<file path="src/rtl/lat_scale_pkg.sv">
package lat_scale_pkg;

  localparam int unsigned ALLOW_W  = 8;
  localparam int unsigned PCT_FULL = 100;
  localparam int unsigned N_LEVELS = 3;

  typedef enum logic [1:0] {
    BAND_FULL    = 2'd0,
    BAND_HALF    = 2'd1,
    BAND_QUARTER = 2'd2,
    BAND_ZERO    = 2'd3
  } band_e;

  // Strobes from control to datapath
  typedef struct packed {
    logic cfgAccept;
    logic scaleActive;
  } ctrlStrb_t;

  // pct (<= 100) times allow, divided by 100, truncated
  function automatic logic [ALLOW_W-1:0] scaleByPct(input logic [7:0] pct,
                                                    input logic [ALLOW_W-1:0] allow);
    logic [15:0] prod;
    logic [15:0] quot;
    prod = 16'(pct) * 16'(allow);
    quot = prod / 16'(PCT_FULL);
    return quot[ALLOW_W-1:0];
  endfunction

  function automatic int unsigned popCount(input logic [31:0] v);
    int unsigned n;
    n = 0;
    for (int i = 0; i < 32; i++) n += 32'(v[i]);
    return n;
  endfunction

endpackage

</file>
<file path="src/rtl/lat_scale_ctrl.sv">
module lat_scale_ctrl
  import lat_scale_pkg::*;
#(
  parameter int unsigned N_REQ         = 4,
  parameter int unsigned CNT_W         = 4,
  parameter bit          SCALE_CAPABLE = 1'b1
) (
  input  logic             clk,
  input  logic             rstN,
  input  logic             cfgLoad,
  input  logic [7:0]       pctLow,
  input  logic [7:0]       pctMid,
  input  logic [7:0]       pctHigh,
  input  logic             scaleReq,
  input  logic [N_REQ-1:0] enReq,
  input  logic [N_REQ-1:0] disReq,
  output ctrlStrb_t        strb,
  output logic             globalEn,
  output logic             cfgReject,
  output logic             underflowErr
);

  localparam int unsigned SUM_W = CNT_W + $clog2(N_REQ + 1) + 1;
  localparam logic [SUM_W-1:0] CNT_MAX = SUM_W'((1 << CNT_W) - 1);

  logic [CNT_W-1:0] refCnt;
  logic [N_REQ-1:0] enGated, disGated;
  logic [SUM_W-1:0] nEn, nDis, sumUp, sumNext;
  logic             under, over, pctOk;

  // Non-capable build never sees a request
  assign enGated  = enReq  & {N_REQ{SCALE_CAPABLE}};
  assign disGated = disReq & {N_REQ{SCALE_CAPABLE}};

  assign pctOk = (pctLow  <= 8'(PCT_FULL)) &&
                 (pctMid  <= 8'(PCT_FULL)) &&
                 (pctHigh <= 8'(PCT_FULL));

  always_comb begin
    nEn     = SUM_W'(popCount(32'(enGated)));
    nDis    = SUM_W'(popCount(32'(disGated)));
    sumUp   = SUM_W'(refCnt) + nEn;
    under   = sumUp < nDis;
    sumNext = sumUp - nDis;
    over    = !under && (sumNext > CNT_MAX);
  end

  always_ff @(posedge clk) begin
    if (!rstN) begin
      refCnt       <= '0;
      underflowErr <= 1'b0;
      cfgReject    <= 1'b0;
    end else begin
      underflowErr <= under;
      cfgReject    <= cfgLoad && !pctOk;
      if (!under && !over) refCnt <= sumNext[CNT_W-1:0];
    end
  end

  assign globalEn         = refCnt != '0;
  assign strb.cfgAccept   = cfgLoad && pctOk;
  assign strb.scaleActive = globalEn && scaleReq;

  // count holds across an underflow
  a_r8_underflow_holds: assert property (@(posedge clk) disable iff (!rstN)
    underflowErr |-> refCnt == $past(refCnt));

  // enable only rises after an enable pulse
  a_r7_rise_needs_enable: assert property (@(posedge clk) disable iff (!rstN)
    $rose(globalEn) |-> $past(|enReq));

  // enable only falls after a disable pulse
  a_r7_fall_needs_disable: assert property (@(posedge clk) disable iff (!rstN)
    $fell(globalEn) |-> $past(|disReq));

  // a reject pulse follows a load request
  a_r1_reject_after_load: assert property (@(posedge clk) disable iff (!rstN)
    cfgReject |-> $past(cfgLoad));

  generate
    if (!SCALE_CAPABLE) begin : g_fixedChk
      // fixed client never enables
      a_r10_never_enabled: assert property (@(posedge clk) disable iff (!rstN)
        !globalEn && !underflowErr);
    end
  endgenerate

endmodule

</file>
<file path="src/rtl/lat_scale_dp.sv">
module lat_scale_dp
  import lat_scale_pkg::*;
#(
  parameter int unsigned FREE_W = 8
) (
  input  logic               clk,
  input  logic               rstN,
  input  ctrlStrb_t          strb,
  input  logic [ALLOW_W-1:0] cfgAllow,
  input  logic [7:0]         pctLow,
  input  logic [7:0]         pctMid,
  input  logic [7:0]         pctHigh,
  input  logic [FREE_W-1:0]  fifoFree,
  input  logic [FREE_W-1:0]  fifoDepth,
  output logic [ALLOW_W-1:0] effAllow
);

  localparam int unsigned NUM_W = FREE_W + 7;

  logic [ALLOW_W-1:0] allowQ;
  logic [7:0]         cfgPct [N_LEVELS];
  logic [ALLOW_W-1:0] levels [N_LEVELS];
  logic [NUM_W-1:0]   freeNum, pctRaw;
  logic [7:0]         freePct;
  logic [ALLOW_W-1:0] freeLevel, effNext;
  band_e              band;

  assign cfgPct[0] = pctLow;
  assign cfgPct[1] = pctMid;
  assign cfgPct[2] = pctHigh;

  always_ff @(posedge clk) begin
    if (!rstN)               allowQ <= '1;
    else if (strb.cfgAccept) allowQ <= cfgAllow;
  end

  // One level register per threshold, computed at load time
  generate
    for (genvar i = 0; i < N_LEVELS; i++) begin : g_level
      logic [ALLOW_W-1:0] lvl;
      always_ff @(posedge clk) begin
        if (!rstN)               lvl <= '0;
        else if (strb.cfgAccept) lvl <= scaleByPct(cfgPct[i], cfgAllow);
      end
      assign levels[i] = lvl;
    end
  endgenerate

  // Freeness as a percentage, clamped, then in allowance units
  always_comb begin
    freeNum = NUM_W'(fifoFree) * NUM_W'(PCT_FULL);
    pctRaw  = (fifoDepth == '0) ? '0 : freeNum / NUM_W'(fifoDepth);
    freePct = (pctRaw > NUM_W'(PCT_FULL)) ? 8'(PCT_FULL) : pctRaw[7:0];
    freeLevel = scaleByPct(freePct, allowQ);
  end

  // Ties fall to the lower band
  always_comb begin
    if (freeLevel <= levels[0])      band = BAND_FULL;
    else if (freeLevel <= levels[1]) band = BAND_HALF;
    else if (freeLevel <= levels[2]) band = BAND_QUARTER;
    else                             band = BAND_ZERO;
  end

  always_comb begin
    if (!strb.scaleActive) effNext = allowQ;
    else begin
      unique case (band)
        BAND_FULL:    effNext = allowQ;
        BAND_HALF:    effNext = allowQ >> 1;
        BAND_QUARTER: effNext = allowQ >> 2;
        default:      effNext = '0;
      endcase
    end
  end

  always_ff @(posedge clk) begin
    if (!rstN) effAllow <= '1;
    else       effAllow <= effNext;
  end

  // unscaled path passes the programmed value
  a_r9_passthrough: assert property (@(posedge clk) disable iff (!rstN)
    !strb.scaleActive |=> effAllow == $past(allowQ));

  // top band gives highest priority
  a_r5_zero_band: assert property (@(posedge clk) disable iff (!rstN)
    (strb.scaleActive && band == BAND_ZERO) |=> effAllow == '0);

  // stored allowance only changes on an accepted load
  a_r1_cfg_hold: assert property (@(posedge clk) disable iff (!rstN)
    !strb.cfgAccept |=> $stable(allowQ));

  // never above the programmed value
  a_r2_never_above: assert property (@(posedge clk) disable iff (!rstN)
    1'b1 |=> effAllow <= $past(allowQ));

endmodule

</file>
<file path="src/rtl/fifo_lat_scaler.sv">
module fifo_lat_scaler
  import lat_scale_pkg::*;
#(
  parameter int unsigned N_REQ         = 4,
  parameter int unsigned CNT_W         = 4,
  parameter int unsigned FREE_W        = 8,
  parameter bit          SCALE_CAPABLE = 1'b1
) (
  input  logic              clk,
  input  logic              rstN,
  input  logic              cfgLoad,
  input  logic [7:0]        cfgAllow,
  input  logic [7:0]        pctLow,
  input  logic [7:0]        pctMid,
  input  logic [7:0]        pctHigh,
  input  logic [FREE_W-1:0] fifoFree,
  input  logic [FREE_W-1:0] fifoDepth,
  input  logic              scaleReq,
  input  logic [N_REQ-1:0]  enReq,
  input  logic [N_REQ-1:0]  disReq,
  output logic [7:0]        effAllow,
  output logic              globalEn,
  output logic              cfgReject,
  output logic              underflowErr
);

  ctrlStrb_t strb;

  lat_scale_ctrl #(
    .N_REQ(N_REQ), .CNT_W(CNT_W), .SCALE_CAPABLE(SCALE_CAPABLE)
  ) i_ctrl (
    .clk(clk), .rstN(rstN), .cfgLoad(cfgLoad),
    .pctLow(pctLow), .pctMid(pctMid), .pctHigh(pctHigh),
    .scaleReq(scaleReq), .enReq(enReq), .disReq(disReq),
    .strb(strb), .globalEn(globalEn), .cfgReject(cfgReject),
    .underflowErr(underflowErr)
  );

  lat_scale_dp #(.FREE_W(FREE_W)) i_dp (
    .clk(clk), .rstN(rstN), .strb(strb), .cfgAllow(cfgAllow),
    .pctLow(pctLow), .pctMid(pctMid), .pctHigh(pctHigh),
    .fifoFree(fifoFree), .fifoDepth(fifoDepth), .effAllow(effAllow)
  );

endmodule

</file>
<file path="config.mk">
export PLATFORM = sky130hd
export DESIGN_NAME = fifo_lat_scaler
export DESIGN_NICKNAME = d
export VERILOG_FILES = /design/src/rtl/lat_scale_pkg.sv /design/src/rtl/lat_scale_ctrl.sv /design/src/rtl/lat_scale_dp.sv /design/src/rtl/fifo_lat_scaler.sv
export SDC_FILE = /design/constraint.sdc
export NUM_CORES = 1
export LEC_CHECK = 0
export BUFFER_PORTS_ARGS = -buffer_cell sky130_fd_sc_hd__buf_2
export CAP_MARGIN = 20
export CORE_ASPECT_RATIO = 1.2
export CORE_MARGIN = 1.5
export CORE_UTILIZATION = 41
export CTS_CLUSTER_DIAMETER = 60
export DETAILED_ROUTE_END_ITERATION = 16
export PLACE_DENSITY = 0.6
export REMOVE_ABC_BUFFERS = 1
export SLEW_MARGIN = 30
export SYNTH_ARGS = -nofsm -noshare
export SYNTH_HDL_FRONTEND = slang
export SYNTH_HIERARCHICAL = 1
export SYNTH_SLANG_ARGS = --single-unit
</file>
<file path="constraint.sdc">
create_clock -name clk -period 66.9 [get_ports clk]
set_input_delay 10.035 -clock clk [delete_from_list [all_inputs] [get_ports clk]]
set_output_delay 10.035 -clock clk [all_outputs]
set_load 0.02 [all_outputs]
</file>
# Word-level counts from Yosys, hierarchy flattened
# Cells that the tools add are included.
[totals] register_bits=46 output_inout_bits=11 word_cells=57
[classes] n_addsub=8 mul=5 n_div=5 n_lt_le_gt_ge=9 n_eq_ne=2 mux=7 reduce_logical=13
[ops] cell="$div 16x7->16 const B" n=4
[ops] cell="$mul 8x8->16" n=4
[ops] cell="$add 8x1->8" n=4
[ops] cell="$le 8x7->1 const B" n=3
[ops] cell="$le 8x8->1" n=3
[ops] cell="$pmux 8 s3" n=1
[ops] cell="$mux 8" n=2
[ops] cell="$div 15x8->15" n=1
[ops] cell="$gt 15x7->1 const B" n=1
[ops] cell="$mux 15" n=1
[ops] cell="$mul 8x5->13 const B" n=1
[ops] cell="$add 4x8->8" n=1
[ops] cell="$gt 8x4->1 const B" n=1
[ops] cell="$logic_not 8->1" n=1
[ops] cell="$lt 8x8->1" n=1
[ops] cell="$sub 8x8->8" n=1
[ops] cell="$logic_and 1x1->1" n=7
[ops] cell="$add 1x1->2" n=2
[ops] cell="$mux 2" n=2
[ops] cell="$reduce_bool 4->1" n=1
[ops] cell="$logic_not 1->1" n=3
[ops] cell="$eq 2x1->1 const B" n=1
[ops] cell="$eq 2x2->1 const B" n=1
[ops] cell="$logic_not 2->1" n=1
[ops] cell="$mux 1" n=1

# Logic depth before layout (Yosys ltp)
# Gate-level depths: netlist (run 1).
[depth] ltp_word=14 ltp_mapped=243

# Hierarchy
# The synthesis (run 1) kept the hierarchy.
[by_module_without_submodules] mod="lat_scale_dp" n_inst=1 cells_per_inst=3288 area_each_um2=24140.7
[by_module_without_submodules] mod="lat_scale_ctrl" n_inst=1 cells_per_inst=72 area_each_um2=641.9

# Least setup slack after synthesis (run 1)
# OpenSTA, ideal clock, no wires.
[synth_path] path_kind="in2reg" start="input port fifoFree[2]" end="register i_dp.effAllow[1]" arrival_ns=54.573 required_ns=66.821 setup_slack_ns=12.248 path_stages=230 path_buffers=16 path_cell_list="clkbuf_1 -> inv_1 -> ha_1 -> ha_1 -> ha_1 -> fa_1 -> and3_4 -> o21ai_1 -> a21oi_1 -> o21a_1 -> nor2_1 -> xnor2_1 -> ha_1 -> o2111ai_1 -> or2_0 -> clkbuf_1 -> a31oi_1 -> nand2_1 -> [... 194 more ...] -> a31oi_1 -> o21ai_0 -> o31ai_1 -> xnor2_1 -> o21ai_0 -> a31o_2 -> a31oi_1 -> ha_1 -> nor2b_1 -> o21a_1 -> o21ai_0 -> nand2b_1 -> a21oi_1 -> o21ai_0 -> a21oi_1 -> a22o_1 -> nand2_1 -> o211ai_1"
[synth_via] elab_chain_len=14
[synth_lines] element="start, declared" line="fifo_lat_scaler.sv:16" source="input logic [FREE_W-1:0] fifoFree,"
[synth_lines] element="$mul 8x5->13 *" line="lat_scale_dp.sv:51" source="freeNum = NUM_W'(fifoFree) * NUM_W'(PCT_FULL);"
[synth_lines] element="$div 15x8->15 *" line="lat_scale_dp.sv:52" source="pctRaw = (fifoDepth == '0) ? '0 : freeNum / NUM_W'(fifoDepth);"
[synth_lines] element="$mux 15 *" line="lat_scale_dp.sv:52"
[synth_lines] element="$gt 15x7->1" line="lat_scale_dp.sv:53" source="freePct = (pctRaw > NUM_W'(PCT_FULL)) ? 8'(PCT_FULL) : pctRaw[7:0];"
[synth_lines] element="$mux 8 *" line="lat_scale_dp.sv:53"
[synth_lines] element="$mul 8x8->16 *" line="lat_scale_pkg.sv:25" source="prod = 16'(pct) * 16'(allow);"
[synth_lines] element="$div 16x7->16 *" line="lat_scale_pkg.sv:26" source="quot = prod / 16'(PCT_FULL);"
[synth_lines] element="$le 8x8->1" line="lat_scale_dp.sv:61" source="else if (freeLevel <= levels[2]) band = BAND_QUARTER;"
[synth_lines] element="$mux 1" line="lat_scale_dp.sv:61"
[synth_lines] element="$mux 2" line="lat_scale_dp.sv:60" source="else if (freeLevel <= levels[1]) band = BAND_HALF;"
[synth_lines] element="$mux 2 *" line="lat_scale_dp.sv:59" source="if (freeLevel <= levels[0]) band = BAND_FULL;"
[synth_lines] element="$eq 2x2->1 (tied with other cells)" line="lat_scale_dp.sv:68" source="unique case (band)"
[synth_lines] element="$pmux 8 s3 *" line="lat_scale_dp.sv:68"
[synth_lines] element="$mux 8 *" line="lat_scale_dp.sv:66" source="if (!strb.scaleActive) effNext = allowQ;"
[synth_lines] element="end signal, assigned" line="lat_scale_dp.sv:79" source="else effAllow <= effNext;"
[synth_lines] element="end, declared" line="lat_scale_dp.sv:15" source="output logic [ALLOW_W-1:0] effAllow"
# Every way passes the cells marked *; elsewhere a longest branch is shown, timed or not.
# A chain may end at the register's enable or synchronous reset.

# Worst setup path in the final report (run 1)
[layout_path] start="input port fifoFree[2]" end="register i_dp.effAllow[0]"
# Same word-level chain as after synthesis.

==> qor.txt, run 1 <==
========================================================================================================
Number of global-route vias before repair                                                          23310
Transition time at the pin with the least slew margin                                           0.969 ns
Worst-Skew Late Latency                                                                          0.30 ns
Starting utilization of the core area                                                              41.5%
Buffer levels on the longest clock path                                                                2
Post-CTS clock slew at the launch and capture registers of the worst setup and hold paths        0.07 ns
Reg-to-reg critical path endpoint                                                           i_dp/effAllow[0]$_SDFF_PN1_
Routed WL per cell                                                                               16.0 um
Layout cells sized above 1                                                                         6.31%
DRC violation count after routing                                                                      0
Final setup violating endpoints                                                                        0
Largest net degree at the start of global routing                                                     49
Core Box Area                                                                                  59700 um2
Via total after detailed routing                                                                   24206
Fmax                                                                                          0.0169 GHz
Final global-route overflow total                                                                      0
Synth Area in Adders                                                                               27.8%
Post-layout minimum cycle time                                                                  59.13 ns
Async set-or-reset flop fraction in the synthesized netlist                                           0%
Most frequent standard cell in the layout excluding fill and tap cells                           nand2_1
Detailed-route wire length                                                                      66800 um
Site row count                                                                                        98
Distinct cell type count of the synthesized netlist                                                  119
Total die area                                                                                 61900 um2
Total number of nets in the final design                                                            3885
Final estimated routing congestion in global placement                                             0.894
Detail Placement HPWL                                                                           54500 um
Post-route ant nets                                                                                    0
Headroom to the max-slew limit                                                                     35.0%
Violation count after the first detailed-routing iteration                                          1411
Peak fanout along the critical path                                                                   21
Setup TNS                                                                                           0 ns
Worst min-delay path class                                                                  register to register
Length of the first detailed-routing pass in iterations                                                6
RSZ-0062 raised after global routing                                                               false
Die height                                                                                        272 um
Total of cells resized after clock tree synthesis                                                      0
Most frequently used flop master after synthesis                                                 dfxtp_1
Share of the clock period used by the worst path after layout                                      88.4%
Synthesis-to-layout area growth                                                                    5.43%
Slowest Stage Delay on Critical Path                                                             0.79 ns
HP Start                                                                                    i_dp/g_level[1].lvl[3]$_SDFFE_PN0P_
Post-Syn Instances                                                                                  3360
Cell at the slowest stage of the critical path                                                   o32ai_1
Xor/xnor share of the synthesized area                                                             7.78%
Commonest cells after routing, fill and taps aside                                          nand2_1 (335), inv_1 (318), ha_1 (298)
Max-slew violation total from the final report                                                         0
Hold buffer count at CTS                                                                               0
Synthesized-area fraction occupied by ao, oa, aoi and oai cells                                    27.9%
R2R Path Start                                                                              i_dp/allowQ[2]$_SDFFE_PN1P_
Pre-CTS WS                                                                                       8.07 ns
Cell seen most often among critical-path stages                                                     ha_1
Die extent in x                                                                                   227 um
Gr usage total                                                                                     21.2%
Simple-gate area share of the yosys netlist                                                        22.7%
Buffer count from post-CTS setup fixing                                                                0
Synthesized area                                                                               24800 um2
Via count normalized by instance count                                                              5.80
Multiplexer area fraction after synthesis                                                          3.78%
Sequential fraction of the synthesis area                                                          3.72%
Worst reg-to-reg setup slack                                                                    52.85 ns
Fill cell count                                                                                     6318
Number of antenna violations at the first check in global routing                                      1
Data required time of the critical path                                                         67.13 ns
CP Capture Type                                                                                 register
Clk Tree Root Cell                                                                             clkbuf_16
Count of synthesis-stage warnings from yosys                                                           6
Final clock skew                                                                              0.00987 ns
Number of flops mapped to enable cells by yosys                                                        0
Post-synthesis sequential element count                                                               46
CTS H-Tree Depth                                                                                       2
Worst Hold Depth                                                                                       2
Count of antenna diodes in the layout                                                                  0
First-pass GRT wire length                                                                     111000 um
Delay-heaviest family, CP                                                                   compound AO/OA/AOI/OAI gates
Number of sinks driven by the clock tree                                                              46
Hold Violations, Final                                                                                 0
Final setup margin                                                                               7.77 ns
# Max-Cap Violations                                                                                   0
Port bufs                                                                                             70
Register-to-Register Path Depth                                                                       54
Average instance area after synthesis                                                           7.38 um2
Critical path data arrival time                                                                 59.36 ns
Count of pins on the block boundary                                                                   71
Nature of the critical path startpoint                                                      primary input
TritonCTS clock tree                                                                                 yes
Inserted Clock Buffers                                                                                 5
Critical path buffer and inverter count                                                               16
Outcome                                                                                        completed
Worst Hold Endpoint                                                                         i_dp/g_level[1].lvl[3]$_SDFFE_PN0P_
Share of the core filled with cells in the final layout                                            43.8%
Largest family of logic cells by synthesized area                                           compound AO/OA/AOI/OAI gates
Start-to-end type of the worst setup path                                                   primary input to register
========================================================================================================
-- per-layer routing --
| metal | track usage (%) | vias to the layer above | routed length (um) |
|---|---|---|---|
| li1 | - | 12167 | - |
| met1 | 26.9 | 11452 | 29700 |
| met2 | 38.6 | 508 | 33300 |
| met3 | 1.26 | 79 | 2260 |
| met4 | 5.37 | 0 | 1430 |
| met5 | 0 | - | 0 |
-- final cells by class --
cell class / count / area, um2 / share of cell area [%]
Multi-Input combinational cell: 2914 / 22400 / 85.6
Inverter: 319 / 1200 / 4.58
Tap cell: 800 / 1000 / 3.83
Sequential cell: 46 / 921 / 3.52
Timing Repair Buffer: 88 / 485 / 1.86
Clock buffer: 5 / 125 / 0.479
Clock inverter: 3 / 28.8 / 0.110
-- registers in the layout, indices dropped and copies added, names as in the netlist --
name	cells
i_dp/effAllow	8
i_dp/allowQ	8
i_dp/g_level.lvl	24
i_ctrl/refCnt	4
i_ctrl/cfgReject	1
i_ctrl/underflowErr	1
-- Yosys cell counts, drive strengths merged (20+ instances only) --
| master | number | area (um2) |
|---|---|---|
| nand2 | 335 | 1260 |
| inv | 318 | 1190 |
| ha | 298 | 3730 |
| nor2 | 244 | 918 |
| a21oi | 208 | 1060 |
| o21ai | 178 | 898 |
| xnor2 | 158 | 1400 |
| fa | 153 | 3060 |
| and2 | 140 | 878 |
| nor3 | 108 | 541 |
| nand3 | 95 | 488 |
| a21o | 74 | 556 |
| clkbuf | 73 | 275 |
| a211oi | 63 | 483 |
| o21a | 63 | 473 |
| xor2 | 54 | 507 |
| a31oi | 47 | 294 |
| dfxtp | 46 | 921 |
| mux2 | 46 | 533 |
| o211ai | 42 | 315 |
| nand2b | 41 | 257 |
| o21bai | 41 | 308 |
| mux2i | 40 | 404 |
| o31ai | 36 | 284 |
| nor4 | 32 | 206 |
| or3 | 28 | 175 |
| and3 | 27 | 174 |
| nand4 | 24 | 150 |
| nor2b | 23 | 151 |
| or2 | 20 | 125 |
-- stage by stage --
stage | cells | hold WS, ns | instance area [um2]
3_5_place_dp | 4167 | 0.447 | 26000
2_1_floorplan | 3279 | 0.436 | 24400
3_3_place_gp | 4167 | 0.447 | 26000
4_1_cts | 4175 | 0.458 | 26100
5_1_grt | 4175 | 0.497 | 26100
6_report | 4175 | 0.460 | 26100
-- logic make-up after synthesis --
| group | Yosys count |
|---|---|
| buffers and inverters | 406 |
| AO/OA/AOI/OAI | 993 |
| flip-flops | 46 |
| adder cells (fa/ha/maj) | 461 |
| AND/OR/NAND/NOR | 1153 |
| XOR/XNOR | 213 |
| other | 2 |
| multiplexers | 86 |
-- worst min-delay path: stages (launching register included) --
cell and delay, ns:
dfxtp_1 0.31, nand2_1 0.05, a21oi_1 0.05
-- worst max path at each step --
stage | start | end | slack [ns] | cells after the start
5_1_grt | fifoFree[2] | i_dp/effAllow[4]$_SDFF_PN1_ | 3.15 | 220
3_5_place_dp | fifoFree[2] | i_dp/effAllow[0]$_SDFF_PN1_ | 8.07 | 219
6_report | fifoFree[2] | i_dp/effAllow[0]$_SDFF_PN1_ | 7.77 | 217
2_1_floorplan | fifoFree[3] | i_dp/effAllow[1]$_SDFF_PN1_ | 11.87 | 213
3_3_place_gp | fifoFree[2] | i_dp/effAllow[0]$_SDFF_PN1_ | 8.44 | 218
4_1_cts | fifoFree[2] | i_dp/effAllow[0]$_SDFF_PN1_ | 8.24 | 219
Power of run 1 is not shown: default switching activity piles up to over one toggle a cycle in this logic, so the estimate is an artifact.
==> run 2: changes to the inputs <==
--- a/config.mk
+++ b/config.mk
@@ -9,10 +9,10 @@
 export CAP_MARGIN = 20
 export CORE_ASPECT_RATIO = 1.2
 export CORE_MARGIN = 1.5
-export CORE_UTILIZATION = 41
+export CORE_UTILIZATION = 65
 export CTS_CLUSTER_DIAMETER = 60
 export DETAILED_ROUTE_END_ITERATION = 16
-export PLACE_DENSITY = 0.6
+export PLACE_DENSITY = 0.87
 export REMOVE_ABC_BUFFERS = 1
 export SLEW_MARGIN = 30
 export SYNTH_ARGS = -nofsm -noshare
==> run 2 against run 1 <==
  * Wire length grew 4.8%
  * Non-clock buffer count down 7
  * Register-to-register slack worse by 0.21 ns
  * Via count rose by 6.6%
  * Critical path depth down 3
  * Core utilization increased by 25 points
  * Hold slack better by 0.0057 ns
  * Worst setup slack worse by 1.5 ns
==> qor.txt, run 2 (same netlist as run 1, synthesis figures left out) <==
========================================================================================================
Outcome                                                                                        completed
Cell total after placement                                                                          3840
Hold buffer count at CTS                                                                               0
First-pass GRT wire length                                                                     118000 um
Clk Tree Root Cell                                                                             clkbuf_16
Count of pins on the block boundary                                                                   71
RSZ-0062 raised after global routing                                                               false
Violation count after the first detailed-routing iteration                                          1999
Number of antenna violations at the first check in global routing                                      0
Fill cell count                                                                                     3171
Setup TNS                                                                                           0 ns
Number of sinks driven by the clock tree                                                              46
Detail Placement HPWL                                                                           56300 um
Fmax                                                                                          0.0165 GHz
Final estimated routing congestion in global placement                                             0.995
Final setup violating endpoints                                                                        0
Cell at the slowest stage of the critical path                                                   o32ai_1
DRC violation count after routing                                                                      0
Cell seen most often among critical-path stages                                                     ha_1
Slowest Stage Delay on Critical Path                                                             0.79 ns
Buffer count from post-CTS setup fixing                                                                0
Worst min-delay path class                                                                  register to register
Max-slew violation total from the final report                                                         0
# Max-Cap Violations                                                                                   0
Routed WL per cell                                                                               18.2 um
Start-to-end type of the worst setup path                                                   primary input to register
Number of global-route vias before repair                                                          25560
Total number of nets in the final design                                                            3878
Critical path data arrival time                                                                 60.77 ns
Synthesis-to-layout area growth                                                                    3.78%
Commonest cells after routing, fill and taps aside                                          nand2_1 (335), inv_1 (318), ha_1 (298)
Data required time of the critical path                                                         67.05 ns
Transition time at the pin with the least slew margin                                           0.964 ns
TritonCTS clock tree                                                                                 yes
Busiest layer in global routing                                                                     met2
Hold Violations, Final                                                                                 0
Peak fanout along the critical path                                                                   21
Largest net degree at the start of global routing                                                     49
Buffer levels on the longest clock path                                                                2
Starting utilization of the core area                                                              65.8%
CTS H-Tree Depth                                                                                       2
Site row count                                                                                        78
CP Capture Type                                                                                 register
Gr usage total                                                                                     35.0%
Registers with the most flip-flops                                                          i_dp/g_level.lvl x24, i_dp/allowQ x8, i_dp/effAllow x8
Via count normalized by instance count                                                              6.71
Layout cells sized above 1                                                                         6.21%
Headroom to the max-slew limit                                                                     35.3%
Worst-Skew Late Latency                                                                          0.29 ns
Detailed-route wire length                                                                      70000 um
Die height                                                                                        217 um
Final global-route overflow total                                                                      0
Met2 capacity usage during global routing                                                          66.0%
Final clock skew                                                                              0.00550 ns
Most frequent standard cell in the layout excluding fill and tap cells                           nand2_1
Post-CTS clock slew at the launch and capture registers of the worst setup and hold paths        0.07 ns
Inserted Clock Buffers                                                                                 5
Share of the clock period used by the worst path after layout                                      90.6%
Die extent in x                                                                                   181 um
Total die area                                                                                 39300 um2
Final standard cell count with taps included and fillers excluded                                   3848
Post-layout minimum cycle time                                                                  60.61 ns
Port bufs                                                                                             70
Length of the first detailed-routing pass in iterations                                                8
Largest register FFs                                                                                  24
Total of cells resized after clock tree synthesis                                                      0
Routing usage on met3                                                                              2.81%
Count of antenna diodes in the layout                                                                  0
Via total after detailed routing                                                                   25803
Nature of the critical path startpoint                                                      primary input
Reg with most FFs                                                                           i_dp/g_level.lvl
Post-route ant nets                                                                                    0
Core Box Area                                                                                  37700 um2
Global-route met1 utilization                                                                      38.8%
========================================================================================================
[run 2: final cells by class]
type / instances / area (um2) / share of cell area (%)
multi-input cells: 2914 / 22400 / 87.1
inverters: 319 / 1200 / 4.66
flip-flops and latches: 46 / 921 / 3.58
well taps: 480 / 601 / 2.34
repair buffers: 81 / 433 / 1.68
clock buffers: 5 / 125 / 0.486
clock inverters: 3 / 43.8 / 0.170
[run 2: through the flow]
stage	utilization, %	cell area [um2]	worst slack [ns]	hold slack [ns]
6_report	68.3	25700	6.29	0.466
5_1_grt	68.3	25700	2.24	0.499
4_1_cts	68.2	25700	7.11	0.467
3_5_place_dp	67.7	25500	7.02	0.456
3_3_place_gp	67.7	25500	8.44	0.450
2_1_floorplan	-	24400	11.87	0.436
[run 2: worst paths after layout]
check / from / endpoint / slack, ns / depth (start not counted)
max: fifoFree[2] / i_dp/effAllow[0]$_SDFF_PN1_ / 6.29 / 214
min: i_dp/g_level[0].lvl[6]$_SDFFE_PN0P_ / i_dp/g_level[0].lvl[6]$_SDFFE_PN0P_ / 0.47 / 2
max reg2reg: i_dp/allowQ[2]$_SDFFE_PN1P_ / i_dp/effAllow[0]$_SDFF_PN1_ / 52.64 / 50
min reg2reg: i_dp/g_level[0].lvl[6]$_SDFFE_PN0P_ / i_dp/g_level[0].lvl[6]$_SDFFE_PN0P_ / 0.47 / 2
[run 2: layer usage]
metal	vias up	wire, um
met5	-	0
met4	0	3930
met3	309	3780
met2	1118	35600
met1	12203	26700
li1	12173	-
[run 2: worst max-delay path: cells and delay by family]
kind	cells	cell delay, ns
XOR/XNOR	4	0.90
AND/OR/NAND/NOR	58	11.34
AO/OA/AOI/OAI	107	26.31
adder cells (fa/ha/maj)	26	8.77
multiplexers	4	1.24
buffers and inverters	15	2.04
Power of run 2 is left out for the same reason.
